### config.mk
export PLATFORM = sky130hd
export DESIGN_NAME = dpc_arbiter
export DESIGN_NICKNAME = d
export VERILOG_FILES = /design/src/rtl/dpc_pkg.sv /design/src/rtl/dpc_port_track.sv /design/src/rtl/dpc_winner.sv /design/src/rtl/dpc_wr_gate.sv /design/src/rtl/dpc_arbiter.sv
export SDC_FILE = /design/constraint.sdc
export NUM_CORES = 1
export LEC_CHECK = 0
export ABC_AREA = 0
export CAP_MARGIN = 0
export CORE_MARGIN = 4
export CORE_UTILIZATION = 46
export CTS_CLUSTER_SIZE = 24
export DETAILED_ROUTE_END_ITERATION = 8
export GPL_TIMING_DRIVEN = 1
export PLACE_DENSITY = 0.88
export SKIP_CTS_REPAIR_TIMING = 1
export SYNTH_ARGS = -nofsm -noshare
export SYNTH_HDL_FRONTEND = slang
export SYNTH_SLANG_ARGS = --single-unit
### constraint.sdc
create_clock -name clk -period 1.7 [get_ports clk]
set_input_delay 0.34 -clock clk [delete_from_list [all_inputs] [get_ports clk]]
set_output_delay 0.34 -clock clk [all_outputs]
set_load 0.01 [all_outputs]
### src/rtl/dpc_pkg.sv
package dpc_pkg;

    typedef enum logic {
        SIDE_L = 1'b0,
        SIDE_R = 1'b1
    } side_e;

    typedef struct packed {
        side_e winner;
        logic  busy_l;
        logic  busy_r;
    } arb_state_t;

endpackage

### src/rtl/dpc_port_track.sv
module dpc_port_track #(
    parameter int ADDR_W = 11
) (
    input  logic              clk,
    input  logic              rst_n,
    input  logic              en,
    input  logic [ADDR_W-1:0] addr,
    output logic              held
);

    typedef struct packed {
        logic              en;
        logic [ADDR_W-1:0] addr;
    } trk_t;

    trk_t trk_d, trk_q;

    always_comb begin
        trk_d      = trk_q;
        trk_d.en   = en;
        trk_d.addr = addr;
    end

    always_ff @(posedge clk or negedge rst_n) begin
        if (!rst_n) begin
            trk_q <= '0;
        end else begin
            trk_q <= trk_d;
        end
    end

    // held: this side was already enabled on the same address at the last edge
    assign held = en && trk_q.en && (trk_q.addr == addr);

endmodule

### src/rtl/dpc_winner.sv
module dpc_winner
    import dpc_pkg::*;
#(
    parameter int ADDR_W = 11
) (
    input  logic              clk,
    input  logic              rst_n,
    input  logic              l_en,
    input  logic [ADDR_W-1:0] l_addr,
    input  logic              r_en,
    input  logic [ADDR_W-1:0] r_addr,
    input  logic              l_held,
    input  logic              r_held,
    output logic              busy_l,
    output logic              busy_r
);

    arb_state_t st_d, st_q;
    logic       clash;
    side_e      pick;

    always_comb begin
        clash = l_en && r_en && (l_addr == r_addr);
        // incumbent keeps priority; fresh tie goes to the left side
        if (l_held && !r_held) begin
            pick = SIDE_L;
        end else if (r_held && !l_held) begin
            pick = SIDE_R;
        end else if (l_held && r_held) begin
            pick = st_q.winner;
        end else begin
            pick = SIDE_L;
        end

        st_d = st_q;
        if (clash) begin
            st_d.winner = pick;
        end
        st_d.busy_l = clash && (pick == SIDE_R);
        st_d.busy_r = clash && (pick == SIDE_L);
    end

    always_ff @(posedge clk or negedge rst_n) begin
        if (!rst_n) begin
            st_q <= '{winner: SIDE_L, busy_l: 1'b0, busy_r: 1'b0};
        end else begin
            st_q <= st_d;
        end
    end

    assign busy_l = st_q.busy_l;
    assign busy_r = st_q.busy_r;

endmodule

### src/rtl/dpc_wr_gate.sv
module dpc_wr_gate (
    input  logic mode_master,
    input  logic we,
    input  logic busy_arb,
    input  logic busy_ext_n,
    output logic busy_n_o,
    output logic busy_eff,
    output logic we_o
);

    always_comb begin
        if (mode_master) begin
            busy_eff = busy_arb;
            busy_n_o = ~busy_arb;
        end else begin
            busy_eff = ~busy_ext_n;
            busy_n_o = 1'b1;
        end
        we_o = we && !busy_eff;
    end

endmodule

### src/rtl/dpc_arbiter.sv
module dpc_arbiter #(
    parameter int ADDR_W = 11
) (
    input  logic              clk,
    input  logic              rst_n,
    input  logic              mode_master,
    input  logic              l_en,
    input  logic [ADDR_W-1:0] l_addr,
    input  logic              l_we,
    input  logic              r_en,
    input  logic [ADDR_W-1:0] r_addr,
    input  logic              r_we,
    input  logic              l_busy_in_n,
    input  logic              r_busy_in_n,
    output logic              l_busy_n,
    output logic              r_busy_n,
    output logic              l_we_gated,
    output logic              r_we_gated,
    output logic              any_busy
);

    localparam int NSIDE = 2;

    logic              en_a      [NSIDE];
    logic [ADDR_W-1:0] addr_a    [NSIDE];
    logic              we_a      [NSIDE];
    logic              ext_n_a   [NSIDE];
    logic              held_a    [NSIDE];
    logic              barb_a    [NSIDE];
    logic              bout_n_a  [NSIDE];
    logic              beff_a    [NSIDE];
    logic              weo_a     [NSIDE];

    assign en_a[0]    = l_en;
    assign en_a[1]    = r_en;
    assign addr_a[0]  = l_addr;
    assign addr_a[1]  = r_addr;
    assign we_a[0]    = l_we;
    assign we_a[1]    = r_we;
    assign ext_n_a[0] = l_busy_in_n;
    assign ext_n_a[1] = r_busy_in_n;

    for (genvar g = 0; g < NSIDE; g++) begin : g_side
        dpc_port_track #(.ADDR_W(ADDR_W)) i_trk (
            .clk   (clk),
            .rst_n (rst_n),
            .en    (en_a[g]),
            .addr  (addr_a[g]),
            .held  (held_a[g])
        );

        dpc_wr_gate i_gate (
            .mode_master (mode_master),
            .we          (we_a[g]),
            .busy_arb    (barb_a[g]),
            .busy_ext_n  (ext_n_a[g]),
            .busy_n_o    (bout_n_a[g]),
            .busy_eff    (beff_a[g]),
            .we_o        (weo_a[g])
        );
    end

    dpc_winner #(.ADDR_W(ADDR_W)) i_win (
        .clk    (clk),
        .rst_n  (rst_n),
        .l_en   (l_en),
        .l_addr (l_addr),
        .r_en   (r_en),
        .r_addr (r_addr),
        .l_held (held_a[0]),
        .r_held (held_a[1]),
        .busy_l (barb_a[0]),
        .busy_r (barb_a[1])
    );

    assign l_busy_n   = bout_n_a[0];
    assign r_busy_n   = bout_n_a[1];
    assign l_we_gated = weo_a[0];
    assign r_we_gated = weo_a[1];
    assign any_busy   = beff_a[0] || beff_a[1];

endmodule

Word level (Yosys, flattened, before mapping):

Cells that the tools add are included.

* output and inout bits: 5
* register bits after elaboration: 27
* input bits: 31

* reductions and logical operators: 18
* equality and inequality tests: 3
* bitwise gates (word level): 5
* multiplexer cells: 7

Operators by type and width (number)
* == test 11 bit: 3
* logical AND 1 bit: 13
* 2-to-1 mux 1 bit: 7
* inverter 1 bit: 5
* logical NOT 1 bit: 4
* logical OR 1 bit: 1

Longest topological paths before layout:

* depth after elaboration: 8
* mapped depth: 4

By module:

A second synthesis with hierarchy kept.

* cell total of the unflattened synthesis: 88
* area total of the unflattened synthesis: 1173.6 µm²

Modules (own cells, without submodules)
* dpc_port_track: instances 2, cells an instance 28, seq. area each 300.3 µm², area an instance 430.4 µm²
* dpc_winner: instances 1, cells an instance 25, seq. area each 75.1 µm², area an instance 264.0 µm²
* dpc_wr_gate: instances 2, cells an instance 3, seq. area each 0.0 µm², area an instance 21.3 µm²
* dpc_arbiter: instances 1, cells an instance 1, seq. area each 0.0 µm², area an instance 6.3 µm²

Worst setup path after synthesis:

No wires, ideal clock.

* kind: in2reg
* start: input r_addr[7]
* end: register i_win.st_q[2] (netlist name)
* stages: 4
* setup slack: 0.456 ns
* arrival time: 1.152 ns
* path buffers: 0
* cells stage by stage: xor2_1 > nor4_4 > nand3_2 > o31ai_2

* word-level cells in the longest chain between the ends: 6
* elaborated cells between the ends (all ways): 11

Ends and longest elaborated chain
* start, declared: line dpc_arbiter.sv:11 `input logic [ADDR_W-1:0] r_addr,`
* == test 11 bit: line dpc_port_track.sv:33 `assign held = en && trk_q.en && (trk_q.addr == addr);`
* logical AND 1 bit: line dpc_port_track.sv:33
* logical AND 1 bit: line dpc_winner.sv:29 `end else if (l_held && r_held) begin`
* 2-to-1 mux 1 bit: line dpc_winner.sv:29
* 2-to-1 mux 1 bit: line dpc_winner.sv:27 `end else if (r_held && !l_held) begin`
* 2-to-1 mux 1 bit: line dpc_winner.sv:25 `if (l_held && !r_held) begin`
* end signal, assigned: line dpc_winner.sv:45 `st_q <= '{winner: SIDE_L, busy_l: 1'b0, busy_r: 1'b0};`
* end signal, assigned: line dpc_winner.sv:47 `st_q <= st_d;`
* end, declared: line dpc_winner.sv:18 `arb_state_t st_d, st_q;`

Several ways; a longest one is shown, not always the timed one.
A chain may end at the register's enable or synchronous reset.

Worst setup path after layout:

* start: register i_win.st_q (netlist bit i_win.busy_l)
* end: output l_we_gated

* word-level cells in the longest chain between the ends: 3

Ends and longest elaborated chain
* 2-to-1 mux 1 bit: line dpc_wr_gate.sv:12 `if (mode_master) begin`
* logical NOT 1 bit: line dpc_wr_gate.sv:19 `we_o = we && !busy_eff;`
* logical AND 1 bit: line dpc_wr_gate.sv:19
* end, declared: line dpc_arbiter.sv:17 `output logic l_we_gated,`

Every way passes these cells.

==> flow_results.org <==
** Global routing
- For met2 alone, demand over resource in global routing was 28.39%.
- Global-route wire length before repair :: between 4000 and 5000 um
- Entering global routing, the biggest net connects 28 pins.
- Met3 GRT Util :: 2.832%
- Via count of the first global-routing pass :: 887
- Grt total ovfl :: 0
- Across every metal layer, demand over resource in global routing totals 15.88%.
- For met1 alone, demand over resource in global routing was 18.95%.
- The global routing stage identified its most utilized layer as met2.
- The number of antenna violations at the first check in global routing came to 0.

** Routing
- Vias after detailed routing :: 812
- Count of nets left with antenna violations after detail routing :: 0
- The first detailed-routing pass took 3 iterations.
- After detailed routing, the average wire length per cell comes to roughly 14 um.
- Using the TritonRoute via totals, the vias-per-cell ratio works out to ~5.
- Count of unresolved DRC violations after routing :: 0
- DR iter-0 viols :: 18
- WL final :: between 2000 and 2500 um

** Floorplan
- Vertical die dimension :: 59.10 um
- Area of the core region :: 2477 um^2
- Pin placement for this block handled 36 I/O pins.
- The die covers 3493 um^2.
- Starting Density :: just under 50%
- The floorplan step set the die width to 59.10 um.
- The initialized floorplan defines 18 standard-cell rows.

** Run
- Across the run, the number of max-cap violations was 0.

** Synth
- Counting flops with a built-in enable in the synthesized netlist gives 0.
- Mean area per synthesized cell :: roughly 13 um^2
- After synthesis, the share of flip-flops with an asynchronous set or reset is 100.0%.
- By area the synthesized netlist is led by sky130_fd_sc_hd__dfrtp_1 56%, sky130_fd_sc_hd__xor2_1 16%, sky130_fd_sc_hd__xnor2_1 8.0%, sky130_fd_sc_hd__nor4_4 5.3%, sky130_fd_sc_hd__nand2_1 1.6%.
- For this run, the leading register cell type out of synthesis is sky130_fd_sc_hd__dfrtp_1.
- Largest area contributor in the netlist :: sky130_fd_sc_hd__dfrtp_1
- Synthesis produced a netlist with a net count of 120.
- Syn Inst Count :: between 80 and 90
- Synth Register Bits :: 27
- Among all cell types in the netlist, the one instantiated most often is sky130_fd_sc_hd__dfrtp_1.
- Synth cell types :: 20
- The synthesized design devotes to its leading area cell type 56.25% of total area.
- Sequential element share of the synthesized area :: 56.25%
- Number of warning messages in the yosys log :: 0
- Most frequent cells after synthesis :: 27 x sky130_fd_sc_hd__dfrtp_1, 22 x sky130_fd_sc_hd__xor2_1, 11 x sky130_fd_sc_hd__xnor2_1
- Cell area after synthesis :: 1201 um^2

** Clock network
- Cell at the root of the clock tree :: sky130_fd_sc_hd__clkbuf_4
- Clock-pin slew was measured on the worst setup and hold paths at 0.13 ns.
- CTS H-tree depth :: 1
- Clock tree from TritonCTS :: built
- Counting the buffers created by CTS gives 3.
- The clock reaches the later pin of the worst-skew pair after 0.32 ns.
- Max Buffers Root-to-Sink :: 2
- CTS saw 27 sinks.

** STA
- Maximum clock frequency :: 626.0 MHz
- Hold Slack :: 0.3588 ns
- The count of final max-slew check failures was 0.
- The total count of hold-check failures in the final report is 0.
- Post-route fraction of the period consumed by the critical path :: 93.96%
- Setup violations remaining at the end of the flow were counted as 0.
- The clock arrives with 0.005133 ns of skew.
- Pin slew with the least headroom to its limit :: 0.3902 ns
- Setup TNS :: 0 ns
- Setup repair after global routing left no endpoint under its margin.
- Crit path setup slack, layout :: 0.1026 ns
- Min Tclk post-route :: 1.597 ns
- Measured against its own limit, the worst slew margin works out to 73.77%.

** Worst hold path
- Tightest Hold Check Type :: in2async

** Worst setup path
- STA puts the critical path data required time at around 1.4 ns.
- The worst setup path is launched from a register.
- In this run the register-to-register setup slack is 0.25 ns.
- Critical-path maximum fanout :: 2
- STA classifies the critical path endpoint as an output port.
- The critical path in this run is classified as reg2out.
- STA puts the critical path data arrival time at roughly 1.3 ns.

** Finish
- Of the cells placed in the final design, the portion with a size suffix greater than 1 is about an eighth.
- Layout area overhead :: 40.10%
- Fill cells in the final layout number roughly 190.
- Net count reported at finish :: 167
- With fillers left out, the area of the finished cells amounts to 1683 um^2.
- 0 antenna diodes ended up in the layout.

** Outcome
- Run status :: finished, final reports clean

** Power and ir drop
- Overall power of the completed layout :: between 1000 and 1500 uW
- IR analysis of the VDD net gives a maximum drop of between 700 and 800 uV.
- The analysis attributes to cell leakage a power of about 0.00073 uW.
- Power density relative to cell area :: approximately 700 nW/um^2

** Place
- The placed instances occupy a cell area of 1634 um^2.
- OpenSTA, run right after detailed placement, puts the worst setup slack at -0.4065 ns.
- Count of port buffers added during placement :: 35
- Placer Congestion :: 0.7705
- Final HPWL from detailed placement :: around 2000 um
## area by class of cell
class	instances	area [um^2]	area share, %
flip-flops and latches	27	675.6	40.15
multi-input cells	60	518.0	30.78
repair buffers	42	417.9	24.83
well taps	30	37.54	2.230
clock buffers	4	26.28	1.561
inverters	2	7.507	0.4461
## logic make-up after synthesis
group,count (synthesis),share of synthesized area [%]
xor+xnor,33,24.06
buf+inv,2,0.6252
mux,1,0.8334
compound gates,5,3.959
flops,27,56.25
simple gates,21,14.27
## cell usage in the layout (no fill, tap or decap)
cell / instances
sky130_fd_sc_hd__a21boi_0: 1
sky130_fd_sc_hd__a31o_2: 1
sky130_fd_sc_hd__and2_1: 1
sky130_fd_sc_hd__buf_4: 7
sky130_fd_sc_hd__clkbuf_1: 1
sky130_fd_sc_hd__clkbuf_4: 3
sky130_fd_sc_hd__clkdlybuf4s50_1: 29
sky130_fd_sc_hd__dfrtp_1: 27
sky130_fd_sc_hd__dlymetal6s2s_1: 6
sky130_fd_sc_hd__inv_1: 2
sky130_fd_sc_hd__mux2i_1: 1
sky130_fd_sc_hd__nand2_1: 5
sky130_fd_sc_hd__nand2b_1: 2
sky130_fd_sc_hd__nand3_1: 1
sky130_fd_sc_hd__nand3_2: 1
sky130_fd_sc_hd__nand4_1: 3
sky130_fd_sc_hd__nor3_1: 1
sky130_fd_sc_hd__nor4_1: 3
sky130_fd_sc_hd__nor4_2: 1
sky130_fd_sc_hd__nor4_4: 3
sky130_fd_sc_hd__o21ba_1: 1
sky130_fd_sc_hd__o22a_1: 1
sky130_fd_sc_hd__o31ai_2: 1
sky130_fd_sc_hd__xnor2_1: 11
sky130_fd_sc_hd__xor2_1: 22
## metrics by stage
step	instances	utilization, %
finish	165	67.93
global route	165	67.93
CTS	164	67.02
detailed placement	160	65.96
global placement	160	65.96
floorplan	89	-
## metal layers
metal | wire length [um] | share of wire (%)
met1 | 928 | 40
met2 | 1238 | 53
met3 | 138 | 5.9
met4 | 38 | 1.6
met5 | 0 | 0
## where the power goes
part,switching [uW],internal [uW],total [uW]
Combinational,101,127,227
Clock,178,92.0,270
Sequential,13.0,671,684
Total,292,890,1180
## flip-flops by register name, summed over array words and instances (netlist names)
| name | flops |
|---|---|
| g_side.i_trk.trk_q | 24 |
| i_win.st_q | 1 |
| i_win.busy_r | 1 |
| i_win.busy_l | 1 |
## critical path, cell delays in order (launching register included)
cell and delay [ns]:
sky130_fd_sc_hd__dfrtp_1 0.40, sky130_fd_sc_hd__buf_4 0.14, sky130_fd_sc_hd__mux2i_1 0.11, sky130_fd_sc_hd__and2_1 0.13, sky130_fd_sc_hd__dlymetal6s2s_1 0.15
## final timing paths
kind | start | to | depth (start not counted)
max in group asynchronous | rst_n | g_side[1].i_trk.trk_q[6]$_DFF_PN0_ | 2
min in group clk | l_en | g_side[0].i_trk.trk_q[11]$_DFF_PN0_ | 1
hold / removal | rst_n | g_side[1].i_trk.trk_q[1]$_DFF_PN0_ | 2
setup reg to reg | g_side[1].i_trk.trk_q[4]$_DFF_PN0_ | i_win.busy_l$_DFF_PN0_ | 4
setup / recovery | i_win.busy_l$_DFF_PN0_ | l_we_gated | 4
hold reg to reg | i_win.st_q[2]$_DFFE_PN0P_ | i_win.st_q[2]$_DFFE_PN0P_ | 3
No activity file was read; power rests on OpenSTA's default activity.
